## config.mk

```make
export PLATFORM = sky130hd
export DESIGN_NAME = nrg_meter
export DESIGN_NICKNAME = d
export VERILOG_FILES = /design/src/rtl/nrg_pkg.sv /design/src/rtl/nrg_sat_acc.sv /design/src/rtl/nrg_die_cost.sv /design/src/rtl/nrg_overlap.sv /design/src/rtl/nrg_meter.sv
export SDC_FILE = /design/constraint.sdc
export NUM_CORES = 2
export LEC_CHECK = 0
export BUFFER_PORTS_ARGS = -buffer_cell sky130_fd_sc_hd__buf_2
export CAP_MARGIN = 0
export CORE_MARGIN = 2
export CORE_UTILIZATION = 55
export DETAILED_ROUTE_END_ITERATION = 12
export GPL_TIMING_DRIVEN = 1
export PLACE_DENSITY = 0.78
export SLEW_MARGIN = 40
export SYNTH_ARGS = -nofsm -noshare
export SYNTH_HDL_FRONTEND = slang
export SYNTH_HIERARCHICAL = 1
export SYNTH_SLANG_ARGS = --single-unit
export TNS_END_PERCENT = 50
```

## constraint.sdc

```tcl
create_clock -name clk -period 9.34 [get_ports clk]
set_clock_uncertainty 0.1 [all_clocks]
set_input_delay 0.934 -clock clk [delete_from_list [all_inputs] [get_ports clk]]
set_output_delay 0.934 -clock clk [all_outputs]
set_load 0.01 [all_outputs]
```

## src/rtl/nrg_pkg.sv

```systemverilog
package nrg_pkg;

  typedef enum logic [2:0] {
    DIE_OFF   = 3'd0,
    DIE_IDLE  = 3'd1,
    DIE_READ  = 3'd2,
    DIE_WRITE = 3'd3,
    DIE_ERASE = 3'd4
  } die_st_e;

  typedef enum logic [1:0] {
    BUS_OFF  = 2'd0,
    BUS_IDLE = 2'd1,
    BUS_XFER = 2'd2
  } bus_st_e;

  localparam int DIE_CODE_W = 3;
  localparam int BUS_CODE_W = 2;

endpackage

```

## src/rtl/nrg_sat_acc.sv

```systemverilog
module nrg_sat_acc #(
  parameter int AW = 48,
  parameter int IW = 20
) (
  input  logic          clk,
  input  logic          rst,
  input  logic          clr,
  input  logic          en,
  input  logic [IW-1:0] inc,
  output logic [AW-1:0] acc
);
  localparam int SW = ((AW > IW) ? AW : IW) + 1;
  localparam logic [SW-1:0] LIMIT = SW'({AW{1'b1}});

  logic [SW-1:0] sum;

  always_comb begin
    sum = SW'(acc) + SW'(inc);
  end

  always_ff @(posedge clk) begin
    if (rst || clr) begin
      acc <= '0;
    end else if (en) begin
      if (sum > LIMIT) acc <= {AW{1'b1}};
      else             acc <= sum[AW-1:0];
    end
  end
endmodule

```

## src/rtl/nrg_die_cost.sv

```systemverilog
module nrg_die_cost
  import nrg_pkg::*;
#(
  parameter int EW = 16
) (
  input  logic [DIE_CODE_W-1:0] code,
  input  logic [EW-1:0]         e_read,
  input  logic [EW-1:0]         e_write,
  input  logic [EW-1:0]         e_erase,
  input  logic [EW-1:0]         e_idle,
  output logic [EW-1:0]         cost,
  output logic                  busy,
  output logic                  idle
);
  die_st_e st;

  always_comb begin
    st   = die_st_e'(code);
    cost = '0;
    busy = 1'b0;
    idle = 1'b0;
    case (st)
      DIE_IDLE:  begin cost = e_idle;  idle = 1'b1; end
      DIE_READ:  begin cost = e_read;  busy = 1'b1; end
      DIE_WRITE: begin cost = e_write; busy = 1'b1; end
      DIE_ERASE: begin cost = e_erase; busy = 1'b1; end
      default:   begin cost = '0; end
    endcase
  end
endmodule

```

## src/rtl/nrg_overlap.sv

```systemverilog
module nrg_overlap #(
  parameter int ND = 4,
  parameter int EW = 16,
  parameter int CW = $clog2(ND + 1),
  parameter int IW = EW + CW
) (
  input  logic [ND-1:0] idle_v,
  input  logic [ND-1:0] busy_v,
  input  logic [EW-1:0] e_idle,
  output logic [IW-1:0] inc
);
  logic [CW-1:0] n_idle;

  always_comb begin
    n_idle = '0;
    for (int d = 0; d < ND; d++) begin
      n_idle = n_idle + CW'(idle_v[d]);
    end
    if (|busy_v) inc = IW'(n_idle) * IW'(e_idle);
    else         inc = '0;
  end
endmodule

```

## src/rtl/nrg_meter.sv

```systemverilog
module nrg_meter
  import nrg_pkg::*;
#(
  parameter int ND = 4,
  parameter int EW = 16,
  parameter int AW = 48
) (
  input  logic               clk,
  input  logic               rst,
  input  logic               clr,
  input  logic               tick_en,
  input  logic               ctl_host_cmd,
  input  logic               ctl_gc,
  input  logic               ctl_buf_mgmt,
  input  logic               dram_busy,
  input  logic [3*ND-1:0]    die_state,
  input  logic [1:0]         bus_state,
  input  logic [EW-1:0]      e_ctl_act,
  input  logic [EW-1:0]      e_ctl_idle,
  input  logic [EW-1:0]      e_dram_act,
  input  logic [EW-1:0]      e_dram_idle,
  input  logic [EW-1:0]      e_fl_read,
  input  logic [EW-1:0]      e_fl_write,
  input  logic [EW-1:0]      e_fl_erase,
  input  logic [EW-1:0]      e_fl_idle,
  input  logic [EW-1:0]      e_bus_xfer,
  output logic [AW-1:0]      acc_ctl,
  output logic [AW-1:0]      acc_dram,
  output logic [AW*ND-1:0]   acc_die,
  output logic [AW-1:0]      acc_bus,
  output logic [AW-1:0]      acc_fl_idle,
  output logic [AW-1:0]      acc_total
);
  localparam int CW = $clog2(ND + 1);
  localparam int OW = EW + CW;
  localparam int TW = EW + $clog2(ND + 4) + 1;

  logic [EW-1:0] ctl_cost, dram_cost, bus_cost;
  logic [EW-1:0] die_cost [ND];
  logic [ND-1:0] die_busy, die_idle;
  logic [OW-1:0] ovl_inc;
  logic [TW-1:0] tot_inc;
  bus_st_e       bus_st;

  // Controller: active whenever any activity source is asserted
  always_comb begin
    ctl_cost  = (ctl_host_cmd || ctl_gc || ctl_buf_mgmt) ? e_ctl_act : e_ctl_idle;
    dram_cost = dram_busy ? e_dram_act : e_dram_idle;
    bus_st    = bus_st_e'(bus_state);
    bus_cost  = (bus_st == BUS_XFER) ? e_bus_xfer : '0;
  end

  nrg_sat_acc #(.AW(AW), .IW(EW)) u_acc_ctl (
    .clk(clk), .rst(rst), .clr(clr), .en(tick_en), .inc(ctl_cost), .acc(acc_ctl)
  );

  nrg_sat_acc #(.AW(AW), .IW(EW)) u_acc_dram (
    .clk(clk), .rst(rst), .clr(clr), .en(tick_en), .inc(dram_cost), .acc(acc_dram)
  );

  nrg_sat_acc #(.AW(AW), .IW(EW)) u_acc_bus (
    .clk(clk), .rst(rst), .clr(clr), .en(tick_en), .inc(bus_cost), .acc(acc_bus)
  );

  // One cost decoder and accumulator per flash die
  for (genvar d = 0; d < ND; d++) begin : g_die
    nrg_die_cost #(.EW(EW)) u_cost (
      .code    (die_state[3*d +: 3]),
      .e_read  (e_fl_read),
      .e_write (e_fl_write),
      .e_erase (e_fl_erase),
      .e_idle  (e_fl_idle),
      .cost    (die_cost[d]),
      .busy    (die_busy[d]),
      .idle    (die_idle[d])
    );

    nrg_sat_acc #(.AW(AW), .IW(EW)) u_acc (
      .clk(clk), .rst(rst), .clr(clr), .en(tick_en),
      .inc(die_cost[d]), .acc(acc_die[AW*d +: AW])
    );
  end

  // Idle dies waiting on a busy die
  nrg_overlap #(.ND(ND), .EW(EW), .CW(CW), .IW(OW)) u_ovl (
    .idle_v (die_idle),
    .busy_v (die_busy),
    .e_idle (e_fl_idle),
    .inc    (ovl_inc)
  );

  nrg_sat_acc #(.AW(AW), .IW(OW)) u_acc_ovl (
    .clk(clk), .rst(rst), .clr(clr), .en(tick_en), .inc(ovl_inc), .acc(acc_fl_idle)
  );

  // Grand total from the same per-tick increments
  always_comb begin
    tot_inc = TW'(ctl_cost) + TW'(dram_cost) + TW'(bus_cost);
    for (int d = 0; d < ND; d++) begin
      tot_inc = tot_inc + TW'(die_cost[d]);
    end
  end

  nrg_sat_acc #(.AW(AW), .IW(TW)) u_acc_tot (
    .clk(clk), .rst(rst), .clr(clr), .en(tick_en), .inc(tot_inc), .acc(acc_total)
  );
endmodule

```

==> impl_metrics.yaml <==
outcome:
  outcome: "complete, no violations"
yosys:
  post_synth_main_area_contributors: "dfxtp_1, ha_1, fa_1"
  netlist.top_cell.by_area: "dfxtp_1"
  ys_async_sr_fraction_pct: 0
  ys_seq_elements: 432
  synth_top_area_share_pct: 23.81
  synth-seq-area-share_pct: 23.81
  netlist_instances: 4320
  ys_warn_count: 6
  postSynth.topFlopCell: "dfxtp_1"
  netlist_area_sq_um: 36330
  synth_enable_flop_cells: 0
  postSynthAreaPerCell_sq_um: 8.409
  net_count_after_synthesis: 4781
  synth.lib_cells_used.distinct: 125
clock_network:
  tritoncts: "done"
  cts.path.max_buffers: 3
  clock_tree.htree_level_count: 2
  cts_setup_buffers: 0
  clkSlewWorstSetupHoldPaths_ns: 0.06
  insertion_delay_ns: 0.62
  cts-buffers-inserted: 50
  clock-sinks: 432
  cts_hold_buffers: 0
  post_cts_resize_count: 0
  cts_root_buf: "clkbuf_16"
power:
  p_comb_share_pct: 47.3
  netSwitchingPower_mw: 3.219
  internal-power_mw: 4.575
  cellLeakagePower_nw: 18.27
  ir_worst_vdd_v: 0.0003271
  p_sw_share_pct: 41.30
  clock_power_share_pct: 27.4
  seq_power_share_pct: 25.3
  power_density_nw_per_um2: 188.1
place:
  portBuffers: 597
  place_worst_setup_slack_ns: 0.7552
  gp_congestion: 0.9792
  detailedPlacementHpwl_microns: 98270
die:
  die_y_microns: 261.0
  floorplan.initialDensity_pct: 55.35
  ioPinCount: 598
  core_region_area_sq_um: 65630
  floorplan_row_count: 94
  fp.dieArea_sq_um: 68120
  die_w_microns: 261.0
layout:
  leading_cell_type_in_the_layout_fill_and_taps_excluded: "buf_2"
  multi_input_gate_area_in_the_final_layout_sq_um: 25630
  final_cell_mix: "buf_2, dfxtp_1, a21oi_1"
  final_core_util_pct: 63.13
  finalNetCount: 5248
  layout-drive-gt1-share_pct: 19.90
  seq_area_sq_um: 8648
  area_growth_syn_to_layout_pct: 14.05
  final.fill_count: 5839
timing:
  timing.final.hold_violations: 0
  whs_ns: 0.3843
  report.final.slew_viol_count: 0
  timing.setup.tns_ns: 0
  layout_worst_path_cycle_share_pct: 87.01
  grt_setup_unrepaired: "no"
  timing.final.setup_violations: 0
  max_freq_mhz: 123.1
  relSlewSlack_pct: 45.18
  finalCriticalPeriod_ns: 8.126
  tightestPinTransition_ns: 0.8206
  layout_setup_ws_ns: 1.214
grt:
  grt_max_degree: 100
  grt_antenna_before_repair: 28
  grt.overflow.total: 0
  wire_length_of_the_first_global_routing_pass_microns: 194000
  grt_util_all_layers_pct: 35.74
  via_count_of_the_first_global_routing_pass: 33380
worst_setup_path:
  cp-start-kind: "primary input"
  crit_type: "primary input to flop"
  crit_required_ns: 9.71
  worst_setup_path_end_kind: "flop"
  cp_max_fo: 38
  arrival_ns: 8.50
route:
  wl_per_cell_microns: 22.62
  via_total_after_detailed_routing: 37420
  drc: 0
  dr.first_iter.drc_count: 4009
  via_per_inst: 6.541
  drt_pre_antenna_iters: 8
  drtAntennaViolNets: 0
  wirelength_microns: 129400
run:
  drv.max_cap_violation_count: 0
hold_path:
  min_path_type: "flop to flop"
cell type report:
cell class,instances,share of cell area [%]
clock buffers,78,3.687
diodes,29,0.1752
multi-input cells,3430,61.86
repair buffers,640,8.057
inverters,233,2.111
clock inverters,15,0.6251
well taps,864,2.609
flip-flops and latches,432,20.87
cells in the mapped netlist (103+ instances only):
master     count
inv_1        229
nand2_1      335
nor2_1       215
a31oi_1      130
o21ai_0      253
dfxtp_1      432
nand3_1      111
fa_1         103
and3_1       138
a21oi_1      373
ha_1         192
clkbuf_1     134
mux2i_1      107
nand4bb_1    124
registers in the layout, summed over array words and instances (netlist names):
register / count
g_die.u_acc/acc: 192
u_acc_bus/acc: 48
u_acc_ctl/acc: 48
u_acc_dram/acc: 48
u_acc_ovl/acc: 48
u_acc_tot/acc: 48
critical path, stage by stage:
cell and delay [ns]:
buf_2 0.60, buf_4 0.32, mux2i_1 0.23, o211ai_2 0.17, fa_1 0.64, inv_1 0.08
fa_1 0.48, fa_1 0.51, fa_1 0.51, inv_1 0.05, ha_1 0.35, o211ai_1 0.19
a21oi_1 0.08, nor2b_1 0.22, nand2_1 0.09, a31oi_1 0.20, xnor2_1 0.11, ha_1 0.40
a21oi_1 0.20, o21ai_0 0.22, a32oi_1 0.21, o31a_1 0.46, a211o_1 0.53, nand2_1 0.26
o41ai_1 0.44
cells by family (layout without fill, tap and decap cells):
family          after synthesis  in the layout  share of synthesized area, %
simple gates               1489           1489                         24.95
compound gates             1366           1366                         25.97
buf+inv                     458            966                         5.697
flops                       432            432                         23.81
fa+ha+maj                   295            295                         12.29
xor+xnor                    146            146                         3.520
mux                         133            133                         3.754
other cells                   1             30                       0.01032
power by group through the flow:
| stage | Sequential [mW] | Clock, mW | Combinational (mW) |
|---|---|---|---|
| 2_1_floorplan | 2.01 | 0 | 2.69 |
| 3_3_place_gp | 2.01 | 0 | 3.54 |
| 3_5_place_dp | 2.01 | 0 | 3.56 |
| 4_1_cts | 1.97 | 2.15 | 3.59 |
| 5_1_grt | 1.98 | 2.22 | 4.04 |
| 6_report | 1.97 | 2.13 | 3.69 |
stage by stage:
stage,instances,instance area [sq um],power (mW)
2_1_floorplan,4320,36330,4.698
3_3_place_gp,5597,39520,5.556
3_5_place_dp,5598,39560,5.575
4_1_cts,5691,41340,7.716
5_1_grt,5710,41400,8.236
6_report,5721,41430,7.793
worst paths after layout:
check             slack [ns]                            from  cells past startpoint                             end
setup / recovery        1.21                    die_state[6]                     25  u_acc_tot/acc[46]$_SDFFE_PP0P_
hold / removal          0.38  u_acc_bus/acc[43]$_SDFFE_PP0P_                      1  u_acc_bus/acc[43]$_SDFFE_PP0P_
setup reg to reg        5.86   u_acc_tot/acc[0]$_SDFFE_PP0P_                     10  u_acc_tot/acc[30]$_SDFFE_PP0P_
hold reg to reg         0.38  u_acc_bus/acc[43]$_SDFFE_PP0P_                      1  u_acc_bus/acc[43]$_SDFFE_PP0P_
per-layer routing:
layer | vias to the layer above | GRT usage, % | part of all wire, %
met5 | - | 0 | 0.051
met4 | 10 | 18.07 | 5.7
met3 | 417 | 8.237 | 9.5
met2 | 1882 | 54.17 | 44
met1 | 17850 | 47.71 | 41
li1 | 17260 | - | -
(Power assumes the default switching activity.)
